==> src/rtl/coh_pkg.sv <==
package coh_pkg;

  typedef enum logic [1:0] {
    LN_INV = 2'd0,
    LN_SHR = 2'd1,
    LN_EXC = 2'd2
  } line_st_e;

  typedef enum logic [2:0] {
    OP_NONE   = 3'd0,
    OP_RDMISS = 3'd1,
    OP_WRMISS = 3'd2,
    OP_INVAL  = 3'd3,
    OP_WBACK  = 3'd4
  } bus_op_e;

  // Local request can finish without the bus.
  function automatic logic local_ok(line_st_e st, logic match, logic is_wr);
    return match && ((st == LN_EXC) || ((st == LN_SHR) && !is_wr));
  endfunction

  // Bus operation a pending request needs, given the current block.
  function automatic bus_op_e own_op(line_st_e st, logic match, logic is_wr);
    bus_op_e op;
    if ((st == LN_EXC) && !match)                 op = OP_WBACK;
    else if (is_wr && (st == LN_SHR) && match)    op = OP_INVAL;
    else if (is_wr)                               op = OP_WRMISS;
    else                                          op = OP_RDMISS;
    return op;
  endfunction

  // State after this block's own granted operation.
  function automatic line_st_e grant_state(bus_op_e op, line_st_e st);
    line_st_e nx;
    case (op)
      OP_RDMISS:          nx = LN_SHR;
      OP_WRMISS, OP_INVAL: nx = LN_EXC;
      OP_WBACK:           nx = LN_INV;
      default:            nx = st;
    endcase
    return nx;
  endfunction

  // State after a snooped transaction that matches a valid block.
  function automatic line_st_e snoop_state(bus_op_e op, line_st_e st);
    line_st_e nx;
    case (op)
      OP_RDMISS:           nx = (st == LN_EXC) ? LN_SHR : st;
      OP_WRMISS, OP_INVAL: nx = LN_INV;
      default:             nx = st;
    endcase
    return nx;
  endfunction

  function automatic logic is_snoop_op(bus_op_e op);
    return (op == OP_RDMISS) || (op == OP_WRMISS) || (op == OP_INVAL);
  endfunction

endpackage

==> src/rtl/coh_snoop.sv <==
module coh_snoop
  import coh_pkg::*;
#(
  parameter int TAG_W = 8
) (
  input  line_st_e           line_st,
  input  logic [TAG_W-1:0]   line_tag,
  input  logic               snp_valid,
  input  bus_op_e            snp_op,
  input  logic [TAG_W-1:0]   snp_tag,
  output logic               snp_hit,
  output logic               snp_supply,
  output logic               snp_flush,
  output line_st_e           snp_next
);

  logic tag_eq;
  logic kill_op;

  always_comb begin
    tag_eq     = (snp_tag == line_tag);
    snp_hit    = snp_valid && is_snoop_op(snp_op) && (line_st != LN_INV) && tag_eq;
    kill_op    = (snp_op == OP_WRMISS) || (snp_op == OP_INVAL);
    snp_supply = snp_hit && (snp_op == OP_RDMISS) && (line_st == LN_EXC);
    snp_flush  = snp_hit && kill_op && (line_st == LN_EXC);
    snp_next   = snoop_state(snp_op, line_st);
  end

endmodule

==> src/rtl/coh_req.sv <==
module coh_req
  import coh_pkg::*;
#(
  parameter int TAG_W = 8
) (
  input  logic               clk,
  input  logic               rst_n,
  input  logic               cpu_req,
  input  logic               cpu_we,
  input  logic [TAG_W-1:0]   cpu_tag,
  input  line_st_e           line_st,
  input  logic [TAG_W-1:0]   line_tag,
  input  logic               snp_hit,
  input  logic               bus_busy,
  input  logic               bus_gnt,
  output logic               hit_done,
  output logic               fill_done,
  output logic               bus_req,
  output bus_op_e            bus_op,
  output logic [TAG_W-1:0]   bus_tag,
  output logic               own_take,
  output line_st_e           take_state,
  output logic [TAG_W-1:0]   take_tag
);

  logic              pending;
  logic              p_we;
  logic [TAG_W-1:0]  p_tag;
  logic              req_match;
  logic              pend_match;
  logic              can_judge;
  logic              accept;
  bus_op_e           cur_op;

  always_comb begin
    req_match  = (line_st != LN_INV) && (cpu_tag == line_tag);
    pend_match = (line_st != LN_INV) && (p_tag == line_tag);
    can_judge  = !pending && cpu_req && !snp_hit;
    hit_done   = can_judge && local_ok(line_st, req_match, cpu_we);
    accept     = can_judge && !local_ok(line_st, req_match, cpu_we);
    cur_op     = pending ? own_op(line_st, pend_match, p_we) : OP_NONE;
    bus_req    = pending;
    bus_op     = cur_op;
    if (!pending)                bus_tag = '0;
    else if (cur_op == OP_WBACK) bus_tag = line_tag;
    else                         bus_tag = p_tag;
    own_take   = pending && bus_gnt && !bus_busy;
    fill_done  = own_take && (cur_op != OP_WBACK);
    take_state = grant_state(cur_op, line_st);
    take_tag   = (cur_op == OP_WBACK) ? line_tag : p_tag;
  end

  always_ff @(posedge clk) begin
    if (!rst_n) begin
      pending <= 1'b0;
      p_we    <= 1'b0;
      p_tag   <= '0;
    end else if (accept) begin
      pending <= 1'b1;
      p_we    <= cpu_we;
      p_tag   <= cpu_tag;
    end else if (fill_done) begin
      pending <= 1'b0;
    end
  end

endmodule

==> src/rtl/coherence_ctrl.sv <==
module coherence_ctrl
  import coh_pkg::*;
#(
  parameter int TAG_W = 8
) (
  input  logic               clk,
  input  logic               rst_n,
  input  logic               cpu_req,
  input  logic               cpu_we,
  input  logic [TAG_W-1:0]   cpu_tag,
  output logic               cpu_done,
  output logic               cpu_busy,
  output logic               bus_req,
  output logic [2:0]         bus_op,
  output logic [TAG_W-1:0]   bus_tag,
  input  logic               bus_gnt,
  input  logic               snp_valid,
  input  logic [2:0]         snp_op,
  input  logic [TAG_W-1:0]   snp_tag,
  output logic               snp_supply,
  output logic               wb_valid,
  output logic [1:0]         line_state,
  output logic [TAG_W-1:0]   line_tag
);

  line_st_e          st_q;
  logic [TAG_W-1:0]  tag_q;

  // Named internal events, also used by the checker.
  logic              snp_hit;
  logic              snp_flush;
  line_st_e          snp_next;
  logic              hit_done;
  logic              fill_done;
  logic              own_take;
  logic              own_wb;
  line_st_e          take_state;
  logic [TAG_W-1:0]  take_tag;
  bus_op_e           op_w;

  coh_snoop #(.TAG_W(TAG_W)) u_snoop (
    .line_st    (st_q),
    .line_tag   (tag_q),
    .snp_valid  (snp_valid),
    .snp_op     (bus_op_e'(snp_op)),
    .snp_tag    (snp_tag),
    .snp_hit    (snp_hit),
    .snp_supply (snp_supply),
    .snp_flush  (snp_flush),
    .snp_next   (snp_next)
  );

  coh_req #(.TAG_W(TAG_W)) u_req (
    .clk        (clk),
    .rst_n      (rst_n),
    .cpu_req    (cpu_req),
    .cpu_we     (cpu_we),
    .cpu_tag    (cpu_tag),
    .line_st    (st_q),
    .line_tag   (tag_q),
    .snp_hit    (snp_hit),
    .bus_busy   (snp_valid),
    .bus_gnt    (bus_gnt),
    .hit_done   (hit_done),
    .fill_done  (fill_done),
    .bus_req    (bus_req),
    .bus_op     (op_w),
    .bus_tag    (bus_tag),
    .own_take   (own_take),
    .take_state (take_state),
    .take_tag   (take_tag)
  );

  always_comb begin
    bus_op     = op_w;
    own_wb     = own_take && (op_w == OP_WBACK);
    wb_valid   = own_wb || snp_flush;
    cpu_done   = hit_done || fill_done;
    cpu_busy   = cpu_req && !cpu_done;
    line_state = st_q;
    line_tag   = tag_q;
  end

  // Snooped transactions and own grants never share a cycle.
  always_ff @(posedge clk) begin
    if (!rst_n) begin
      st_q  <= LN_INV;
      tag_q <= '0;
    end else if (snp_hit) begin
      st_q  <= snp_next;
    end else if (own_take) begin
      st_q  <= take_state;
      tag_q <= take_tag;
    end
  end

endmodule

==> config.mk <==
export PLATFORM = sky130hd
export DESIGN_NAME = coherence_ctrl
export DESIGN_NICKNAME = d
export VERILOG_FILES = /design/src/rtl/coh_pkg.sv /design/src/rtl/coh_snoop.sv /design/src/rtl/coh_req.sv /design/src/rtl/coherence_ctrl.sv
export SDC_FILE = /design/constraint.sdc
export NUM_CORES = 1
export LEC_CHECK = 0
export ABC_AREA = 1
export BUFFER_PORTS_ARGS = -buffer_cell sky130_fd_sc_hd__buf_2
export CORE_AREA = 2 2 67 69
export DETAILED_ROUTE_END_ITERATION = 12
export DIE_AREA = 0 0 69 71
export PLACE_DENSITY = 0.62
export SLEW_MARGIN = 20
export SYNTH_ARGS = -nofsm -noshare
export SYNTH_HDL_FRONTEND = slang
export SYNTH_SLANG_ARGS = --single-unit
export TNS_END_PERCENT = 5
==> constraint.sdc <==
create_clock -name clk -period 2.3 [get_ports clk]
set_clock_uncertainty 0.1 [all_clocks]
set_input_delay 0.23 -clock clk [delete_from_list [all_inputs] [get_ports clk]]
set_output_delay 0.23 -clock clk [all_outputs]
set_load 0.005 [all_outputs]
### Yosys cells after proc, flatten, opt, wreduce, memory -nomap -nowiden

Cells that the tools add are included.

| operators by class | value |
|---|---|
| shift-type cells | 0 |
| div/mod/pow operators | 0 |
| $mul | 0 |
| muxes and demuxes | 13 |
| $add $sub $neg | 0 |
| bitwise logic cells | 1 |
| $lt $le $gt $ge | 0 |
| reductions and logical operators | 44 |
| equal/unequal tests | 15 |

Operator list:

| operator | number |
|---|---|
| 8-bit == test | 3 |
| 1-bit logical AND | 23 |
| 8-bit two-way mux | 2 |
| 3-bit by 2-bit == test with 1-bit output, second input constant | 4 |
| 3-bit two-way mux | 3 |
| 3-bit != test, second input constant | 3 |
| 2-bit two-way mux | 4 |
| 1-bit zero test | 7 |
| 3-bit by 1-bit == test with 1-bit output, second input constant | 2 |
| 1-bit logical OR | 6 |
| 2-bit one-hot mux with 3 select lines | 1 |
| 2-bit nonzero test | 3 |
| 2-bit one-hot mux with 2 select lines | 1 |
| 4-bit AND reduction | 1 |
| 4-bit nonzero test | 1 |
| 2-bit OR reduction | 2 |
| 3-bit == test, second input constant | 1 |
| 2-bit by 1-bit == test with 1-bit output, second input constant | 1 |
| 2-bit == test, second input constant | 1 |
| 1-bit two-way mux | 2 |
| 2-bit AND reduction | 1 |
| 1-bit NOT | 1 |

| storage, ports and cells | value |
|---|---|
| memory bits (read-only) | 0 |
| memories kept | 0 |
| memory bits (writable) | 0 |
| latch bits | 0 |
| register bits after elaboration | 20 |
| input bits | 25 |
| word-level logic and storage cells | 78 |

### Longest topological paths before layout

Gate-level depths: netlist of run 1.

| logic depth | value |
|---|---|
| depth in word-level cells | 12 |
| gate-level depth with buffers | 13 |

### By module

Synthesis of run 1 repeated with hierarchy kept, for this count alone.

| second synthesis, totals | value |
|---|---|
| cell total of the unflattened synthesis | 315 |
| area, all modules | 1735.4 um2 |

By module, submodules not included:

| module | area an instance (um2) | cells each | times used |
|---|---|---|---|
| coh_req | 1052.3 | 194 | 1 |
| coherence_ctrl | 412.9 | 56 | 1 |
| coh_snoop | 270.3 | 65 | 1 |

### Worst setup path after synthesis of run 1

Ideal clock, no wire load.

| path | value |
|---|---|
| path type | flip-flop to output port |
| start point | register tag_q[7], in the netlist line_tag[7] |
| end point | output bus_tag[2] |
| path slack | 647 ps |
| cell stages (with the launch flop) | 10 |
| data arrival time | 1323 ps |
| data required time | 1970 ps |
| path buffers | 2 |
| cell sequence | dfxtp_1 > buf_2 > xnor2_1 > nand2_1 > nor2_1 > nand2_2 > nand3_4 > buf_6 > o21ai_2 > nor2_1 |

| between the ends | value |
|---|---|
| longest elaborated chain between the ends | 9 |
| elaborated cells between the ends (all ways) | 11 |
| classes of those cells | eq/ne (2); mux (5); reduce/logical (4) |

RTL lines:

| item | RTL line | RTL |
|---|---|---|
| from (decl) | coherence_ctrl.sv:27 | `logic [TAG_W-1:0] tag_q;` |
| from (signal assigned) | coherence_ctrl.sv:93 | `tag_q <= take_tag;` |
| 8-bit == test * | coh_req.sv:37 | `pend_match = (line_st != LN_INV) && (p_tag == line_tag);` |
| 1-bit logical AND * | coh_req.sv:37 |  |
| 1-bit logical AND / 1-bit zero test (equally long branches) | coh_pkg.sv:26, coh_pkg.sv:25 |  |
| 3-bit two-way mux / 1-bit logical AND (equally long branches) | coh_pkg.sv:26, coh_pkg.sv:25 |  |
| 3-bit two-way mux * | coh_pkg.sv:25 | `if ((st == LN_EXC) && !match) op = OP_WBACK;` |
| 3-bit two-way mux * | coh_req.sv:41 | `cur_op = pending ? own_op(line_st, pend_match, p_we) : OP_NONE;` |
| 3-bit == test * | coh_req.sv:45 | `else if (cur_op == OP_WBACK) bus_tag = line_tag;` |
| 8-bit two-way mux * | - |  |
| 8-bit two-way mux * | coh_req.sv:44 | `if (!pending) bus_tag = '0;` |
| to (decl) | coherence_ctrl.sv:15 | `output logic [TAG_W-1:0] bus_tag,` |

Every way passes the cells marked *; elsewhere a longest branch is shown, timed or not.

### Worst setup path after layout of run 1

| path | value |
|---|---|
| start point | register tag_q[2], in the netlist line_tag[2] |
| end point | output wb_valid |

| between the ends | value |
|---|---|
| longest elaborated chain between the ends | 9 |
| elaborated cells between the ends (all ways) | 15 |
| classes of those cells | eq/ne (3); mux (3); reduce/logical (9) |

RTL lines:

| item | RTL line | RTL |
|---|---|---|
| 8-bit == test | coh_req.sv:37 |  |
| 1-bit logical AND | coh_req.sv:37 |  |
| 1-bit logical AND / 1-bit zero test (equally long branches) | coh_pkg.sv:26, coh_pkg.sv:25 |  |
| 3-bit two-way mux / 1-bit logical AND (equally long branches) | coh_pkg.sv:26, coh_pkg.sv:25 |  |
| 3-bit two-way mux | coh_pkg.sv:25 |  |
| 3-bit two-way mux | coh_req.sv:41 |  |
| 3-bit == test | coherence_ctrl.sv:76 | `own_wb = own_take && (op_w == OP_WBACK);` |
| 1-bit logical AND | coherence_ctrl.sv:76 |  |
| 1-bit logical OR * | coherence_ctrl.sv:77 | `wb_valid = own_wb \|\| snp_flush;` |
| to (decl) | coherence_ctrl.sv:21 | `output logic wb_valid,` |

Marks and branches as above.

==> reports/results.txt, run 1 <==
GP Congestion -> 0.827
Lkg Pwr -> 0.00108 uW
Peak supply drop -> 204 uV
WL final -> 4280 um
Drt via density -> 4.59
Clock buffer depth -> 2
Status -> finished clean
Crit path time final -> 2.14 ns
Req. time, crit path -> 1.97 ns
Main area contributors after synthesis -> dfxtp_1 25%, nand2_1 21%, inv_1 9.2%, nor2_1 8.9%, xnor2_1 6.0%
Relative slew slack -> 72.5%
Slowest-stage cell, CP -> dfxtp_2
Number of DRC markers in iteration 0 -> 67
Maxcap violations -> 0
Critical Path Max Stage Delay -> 0.37 ns
Post-CTS Hold Buffers -> 0
Total vias in the final route -> 1680
CTS Sinks -> 20
Final Slew Violations -> 0
Area delta synth->final -> 20.4%
Initial antenna violation count -> 0
YS warnings -> 0
Worst path cell trace -> xnor2_1, nand2_1, nor2_1, nand3_4, o32ai_1, buf_2
Post-synthesis register bit count -> 20
Setup crit start kind -> flip-flop
Clk Latency, worst-skew pair -> 0.26 ns
CP top delay family -> simple AND/OR/NAND/NOR gates
Unrepaired setup endpoints after global routing -> no
Die Wd -> 69 um
Syn_area_per_cell -> 6.01 um^2
Total iterations of the first detailed-routing run -> 4
WP buf/inv -> 1
IO buf count -> 50
Mapped cell area -> 1600 um^2
CTS tree -> built
Post-cts sizing count -> 0
Worst Setup Path Type -> reg2out
Die height -> 71 um
Worst-path maximum fanout -> 6
Largest net degree at the start of global routing -> 20
CTS Buf Count -> 3
Endpoint type of the worst setup path -> primary output
Drt wl/cell -> 11.7 um
Initial Util -> 38.0%
Final net count -> 341
Inserted Diodes -> 0
I/O Pins -> 51
Vias in the first global route -> 1519
Global Route Usage Sum -> 18.0%
Grt ovf -> 0
Hold/Removal Path Class -> in2reg
Leading area contributor after synthesis -> dfxtp_1
Final hold vios -> 0
Row cnt -> 24
Root buf cell -> clkbuf_8
Mapped Cells -> 266
Final setup vio count -> 0
Post-route DRC -> 0
Post-synthesis sequential area ratio -> 25.0%
CP arrival -> 1.81 ns
Power Dens Cells -> 453 nW/um^2
Tightest Pin Transition -> 0.412 ns
Layout cell share with drive strength beyond 1 -> 28.7%
Core Area -> 4200 um^2
Fmax -> 468 MHz
Post-CTS Setup Inserts -> 0
Global-route wire length before repair -> 7080 um
Distinct cells, synth -> 23
Mapped Nets -> 291
DP HPWL -> 3340 um
Die ar. -> 4900 um^2
Fin Setup TNS -> 0 ns
Post-route ant nets -> 0
Clock transition at path regs -> 0.07 ns
Fin Hold WS -> 0.117 ns
Final Cycle Share -> 93.0%
# H-tree levels -> 1
Post-synth top area share -> 25.0%
## registers in the layout, indices dropped and copies added (netlist names)
| register | flops |
|---|---|
| u_req.p_tag | 8 |
| u_req.bus_req | 1 |
| line_state | 2 |
| line_tag | 8 |
| u_req.p_we | 1 |
## through the flow
step | util [%] | power (uW) | setup WS [ns] | std cells | area, um^2
after CTS | 45.6 | 878 | 0.0422 | 366 | 1920
after global routing | 45.8 | 929 | 0.0300 | 366 | 1930
after global placement | 44.6 | 641 | 0.350 | 363 | 1880
after detailed placement | 44.6 | 643 | 0.340 | 363 | 1880
after floorplan | - | 567 | 0.647 | 266 | 1600
final | 45.8 | 872 | 0.162 | 366 | 1930
## power breakdown
group	internal [uW]	total (uW)	switching (uW)
Clock	117	236	119
Sequential	370	395	25.9
Combinational	98.5	241	143
## final cells by class
type                       instances  area, um^2
inverter                          43         161
sequential                        20         409
tap                               52        65.1
clock buffer                       3        41.3
fill                             458        2280
multi-input combinational        196         983
timing repair buffer              52         265
## cell families after synthesis
kind of cell | share of synthesized area, %
buffers and inverters | 13.5
AO/OA/AOI/OAI | 9.94
XOR/XNOR | 8.22
flip-flops | 25.0
AND/OR/NAND/NOR | 43.3
## worst register-to-register path, delay by kind of cell, from the launching register on
family        cells  cell delay [ns]
simple gates      7             0.98
flops             1             0.43
xor+xnor          1             0.15
## placed cells by master, fill, tap and decap left out, drive strengths merged
| cell type | synthesis | final |
|---|---|---|
| a21oi | 12 | 12 |
| buf | 5 | 52 |
| clkbuf | 2 | 3 |
| dfxtp | 20 | 20 |
| inv | 43 | 43 |
| nand2 | 91 | 91 |
| nand3 | 8 | 8 |
| nand4 | 4 | 4 |
| nor2 | 49 | 49 |
| nor3 | 2 | 2 |
| o21ai | 12 | 12 |
| o32ai | 1 | 1 |
| or2 | 2 | 2 |
| xnor2 | 11 | 11 |
| xor2 | 4 | 4 |
## path summary, 6_finish.rpt
check,slack (ns),end,from,cells after the start
min,0.12,u_req.p_tag[1],cpu_tag[1],3
min reg2reg,0.43,line_state[1],line_state[1],2
max reg2reg,0.54,u_req.p_tag[7],line_tag[7],8
max,0.16,wb_valid,line_tag[2],6
## cells in the mapped netlist
master,n
nor2_1,38
inv_1,39
nand4_1,4
nand2_1,89
clkbuf_1,2
nor2_4,2
dfxtp_1,20
nand3_4,3
o21ai_2,8
nand3_1,5
buf_6,1
o21ai_0,4
xor2_1,4
or2_1,2
buf_2,3
nor3_1,2
xnor2_1,11
a21oi_1,12
nand2_2,2
inv_2,4
o32ai_1,1
buf_12,1
nor2_2,9
## per-layer routing
metal	vias to the layer above	wire, um	global-route usage (%)	share of wire [%]
met2	30	2010	30.4	47
met4	0	59	6.54	1.4
met1	748	2070	23.6	48
li1	897	-	-	-
met5	-	0	0	0
met3	5	134	2.14	3.1
(Power assumes the default switching activity.)
==> inputs of run 2 (changes only) <==
--- a/config.mk
+++ b/config.mk
@@ -7,10 +7,10 @@
 export LEC_CHECK = 0
 export ABC_AREA = 1
 export BUFFER_PORTS_ARGS = -buffer_cell sky130_fd_sc_hd__buf_2
-export CORE_AREA = 2 2 67 69
+export CORE_AREA = 2 2 61 63
 export DETAILED_ROUTE_END_ITERATION = 12
-export DIE_AREA = 0 0 69 71
-export PLACE_DENSITY = 0.62
+export DIE_AREA = 0 0 63 65
+export PLACE_DENSITY = 0.73
 export SLEW_MARGIN = 20
 export SYNTH_ARGS = -nofsm -noshare
 export SYNTH_HDL_FRONTEND = slang
==> reports/results.txt, run 2 (same netlist as run 1, synthesis figures left out) <==
Hold/Removal Path Class -> in2reg
Most common cell after layout, fill and taps aside -> nand2_1
Fmax -> 460 MHz
Worst Setup Path Type -> reg2out
Fin Setup TNS -> 0 ns
CP arrival -> 1.85 ns
Clk Latency, worst-skew pair -> 0.30 ns
Post-route ant nets -> 0
DP HPWL -> 3020 um
Drt wl/cell -> 10.8 um
Clock buffer depth -> 2
CTS tree -> built
Die Wd -> 63 um
Endpoint type of the worst setup path -> primary output
Final hold vios -> 0
Final net count -> 341
Initial Util -> 45.7%
Root buf cell -> clkbuf_4
Commonest non-fill, non-tap cells in the layout -> 89 x nand2_1, 50 x buf_2, 39 x inv_1
Grt ovf -> 0
I/O Pins -> 51
Final Slew Violations -> 0
Unrepaired setup endpoints after global routing -> no
Vias in the first global route -> 1566
Peak supply drop -> 216 uV
Tightest Pin Transition -> 0.405 ns
Total iterations of the first detailed-routing run -> 4
Lkg Pwr -> 0.00107 uW
Number of DRC markers in iteration 0 -> 75
Critical Path Max Stage Delay -> 0.38 ns
Worst-path maximum fanout -> 19
Layout cell share with drive strength beyond 1 -> 28.7%
Setup crit start kind -> flip-flop
Maxcap violations -> 0
Area delta synth->final -> 19.1%
Initial antenna violation count -> 0
Req. time, crit path -> 1.97 ns
Worst path cell trace -> inv_2, nand2_1, nand2_1, nand2_1, nor2_1, nand2_2, nand3_4, nand2_1, o21ai_2, nor2_1, buf_2
Post-route DRC -> 0
Clock transition at path regs -> 0.11 ns
Core Area -> 3500 um^2
IO buf count -> 50
Drt via density -> 4.64
CTS Sinks -> 20
WL final -> 3890 um
GP Congestion -> 0.929
Row cnt -> 22
Inserted Diodes -> 0
CTS Buf Count -> 3
Slowest-stage cell, CP -> dfxtp_2
Most common cell on crit path -> nand2_1
Largest net degree at the start of global routing -> 20
Final Cycle Share -> 94.6%
Crit path time final -> 2.18 ns
Post-CTS Setup Inserts -> 0
Total vias in the final route -> 1680
Power Dens Cells -> 422 nW/um^2
Global-route wire length before repair -> 6740 um
Relative slew slack -> 72.9%
# H-tree levels -> 1
Final setup vio count -> 0
Die height -> 65 um
Status -> finished clean
Die ar. -> 4100 um^2
Utilization after layout -> 54.5%
Global Route Usage Sum -> 20.4%
-- run 2: changes by cell type in the layout (fill, tap and decap cells not counted) --
cell,change
clkbuf_8,-3
dfxtp_4,+1
dfxtp_2,-1
clkbuf_4,+3
-- run 2: path summary, 6_finish.rpt --
| path | slack, ns | end | startpoint | cells after the start |
|---|---|---|---|---|
| worst max-delay path | 0.12 | bus_tag[5] | line_tag[4] | 11 |
| worst min-delay path | 0.08 | u_req.p_tag[0] | cpu_tag[0] | 3 |
| worst max register to register | 0.57 | u_req.p_tag[3] | line_tag[0] | 8 |
| worst min register to register | 0.44 | line_state[1] | line_state[1] | 2 |
-- run 2: metrics by stage --
| stage | std cells | worst slack (ns) | total power, uW | hold WS [ns] | instance area [um^2] |
|---|---|---|---|---|---|
| after detailed placement | 359 | 0.356 | 639 | 0.387 | 1870 |
| after CTS | 362 | 0.00493 | 808 | 0.0710 | 1890 |
| after floorplan | 266 | 0.647 | 567 | 0.258 | 1600 |
| after global routing | 362 | 0.00112 | 860 | 0.0784 | 1900 |
| final | 362 | 0.125 | 804 | 0.0754 | 1900 |
| after global placement | 359 | 0.364 | 636 | 0.387 | 1870 |
-- run 2: report_power, final --
part | total, uW | leakage [uW] | internal (uW) | switching (uW)
Clock | 171 | 0.0000138 | 61.0 | 110
Combinational | 238 | 0.000887 | 98.4 | 139
Sequential | 395 | 0.000168 | 369 | 26.4
-- run 2: layer usage --
layer / GRT usage, % / wire [um] / vias to the layer above
met4: 8.06 / 60 / 0
met3: 2.26 / 180 / 6
met2: 35.9 / 1810 / 40
li1: - / - / 898
met1: 25.5 / 1840 / 736
met5: 0 / 0 / -
-- run 2: worst max-delay path, delay by kind of cell, from the launching register on --
family                 cells  cell delay, ns
AO/OA/AOI/OAI              1            0.09
AND/OR/NAND/NOR            8            0.86
flip-flops                 1            0.38
buffers and inverters      2            0.21
-- run 2: repair_timing --
action,in CTS,in global routing
resized for setup,0,9
setup endpoints to repair,0,11
hold buffers,0,0
-- run 2: layout make-up --
cell class / count / area (um^2)
fillers: 386 / 1590
multi-input cells: 196 / 983
flip-flops and latches: 20 / 412
repair buffers: 52 / 265
inverters: 43 / 161
well taps: 48 / 60.1
clock buffers: 3 / 22.5
==> inputs of run 3 (changes only) <==
--- a/config.mk
+++ b/config.mk
@@ -8,8 +8,10 @@
 export ABC_AREA = 1
 export BUFFER_PORTS_ARGS = -buffer_cell sky130_fd_sc_hd__buf_2
 export CORE_AREA = 2 2 61 63
+export CTS_CLUSTER_SIZE = 10
 export DETAILED_ROUTE_END_ITERATION = 12
 export DIE_AREA = 0 0 63 65
+export HOLD_SLACK_MARGIN = 0.03
 export PLACE_DENSITY = 0.73
 export SLEW_MARGIN = 20
 export SYNTH_ARGS = -nofsm -noshare
==> constraint.sdc (replaced) <==
create_clock -name clk -period 2.3 [get_ports clk]
set_clock_uncertainty 0.1 [all_clocks]
set_input_delay 0.345 -clock clk [delete_from_list [all_inputs] [get_ports clk]]
set_output_delay 0.345 -clock clk [all_outputs]
set_load 0.005 [all_outputs]
==> reports/results.txt, run 3 (same netlist as run 1, synthesis figures left out) <==
Status -> finished clean
Clk Latency, worst-skew pair -> 0.31 ns
Worst-path maximum fanout -> 5
Hold_sp -> cpu_tag[6]
Worst Setup SP -> line_tag[0]
Area delta synth->final -> 27.2%
Die ar. -> 4100 um^2
Total iterations of the first detailed-routing run -> 5
Drt via density -> 4.72
Pre-CTS setup slack -> 0.247 ns
Final Cycle Share -> 96.8%
Maxcap violations -> 0
Vias in the first global route -> 1573
Core Area -> 3500 um^2
CP arrival -> 1.78 ns
Inserted Diodes -> 0
Grt ovf -> 0
Fin Hold WS -> 0.182 ns
Critical Path Max Stage Delay -> 0.37 ns
I/O Pins -> 51
Clock buffer depth -> 2
CTS tree -> built
Fillers -> 363
Initial antenna violation count -> 0
Most common cell after layout, fill and taps aside -> nand2_1
Slowest-stage cell, CP -> dfxtp_1
Placement-stage cell area -> 1880 um^2
Clock transition at path regs -> 0.12 ns
WP buf/inv -> 1
Final setup vio count -> 0
Hold/Removal Path Class -> in2reg
CP top delay family -> simple AND/OR/NAND/NOR gates
Relative slew slack -> 73.8%
Largest net degree at the start of global routing -> 20
Post-route ant nets -> 0
Crit path time final -> 2.23 ns
Die Wd -> 63 um
Power Dens Cells -> 433 nW/um^2
Worst path cell trace -> xnor2_1, nand2_1, nor2_2, nand2_4, nand3_4, nand2_1, o21ai_2, nor2_1, buf_2
Peak supply drop -> 219 uV
Initial Util -> 45.7%
Root buf cell -> clkbuf_4
GP Congestion -> 0.950
Endpoint type of the worst setup path -> primary output
Final net count -> 349
Post-route DRC -> 0
Number of DRC markers in iteration 0 -> 105
Final Slew Violations -> 0
Reg2reg start -> line_tag[0]
Final hold vios -> 0
Layout cell share with drive strength beyond 1 -> 32.8%
Fin Setup TNS -> 0 ns
Total vias in the final route -> 1750
Multi-input gate area -> 1060 um^2
Drt wl/cell -> 11.8 um
Commonest non-fill, non-tap cells in the layout -> 88 x nand2_1, 50 x buf_2, 39 x inv_1
CTS Sinks -> 20
Req. time, crit path -> 1.86 ns
Most common cell on crit path -> nand2_1
Lkg Pwr -> 0.00111 uW
Die height -> 65 um
DP HPWL -> 3100 um
Global-route wire length before repair -> 7010 um
# H-tree levels -> 1
WL final -> 4380 um
Register Area -> 413 um^2
CTS Buf Count -> 3
Global Route Usage Sum -> 21.4%
IO buf count -> 50
Row cnt -> 22
Setup ws final -> 0.0725 ns
Final Cell Area -> 2030 um^2
Utilization after layout -> 58.2%
Setup crit start kind -> flip-flop
Tightest Pin Transition -> 0.393 ns
Fmax -> 449 MHz
Worst Setup Path Type -> reg2out
-- run 3: tightest hold or removal path: stages --
cell	delay (ns)
buf_2	0.10
nor2_2	0.04
nor2_1	0.08
-- run 3: repair_timing --
item | in CTS | in global routing
resized for setup | 8 | 12
endpoints found under the hold margin | 0 | 0
endpoints found under the setup margin | 11 | 13
hold buffers | 0 | 0
gates cloned | 1 | 2
pin swaps | 0 | 1
buffers inserted | 0 | 4
-- run 3: path summary, 6_finish.rpt --
check,cells past startpoint,slack (ns),to
setup / recovery,9,0.07,bus_tag[7]
hold / removal,3,0.18,u_req.p_tag[6]
setup reg to reg,9,0.44,u_req.p_we
hold reg to reg,2,0.44,line_state[1]
-- run 3: stage by stage --
stage,total power [uW],instances
floorplan,567,266
global placement,637,360
detailed placement,641,360
CTS,859,365
global route,924,371
finish,880,371
-- run 3: layout make-up --
type	count	area share, %
clock buffer	4	1.78
multi-input combinational	199	52.1
tap	48	2.95
timing repair buffer	57	14.9
sequential	20	20.3
inverter	43	7.94
-- run 3: routing by layer --
layer,share of wire [%],global-route usage (%),vias to the layer above
met3,4.8,1.91,9
met2,48,37.0,50
li1,-,-,920
met4,2.2,7.22,0
met1,45,27.9,771
met5,0,0,-
-- run 3: report_power, final --
part | switching [uW] | internal [uW] | total [uW] | leakage, uW
registers | 30.9 | 369 | 400 | 0.000168
logic | 156 | 106 | 261 | 0.000925
clock network | 121 | 96.7 | 218 | 0.0000210
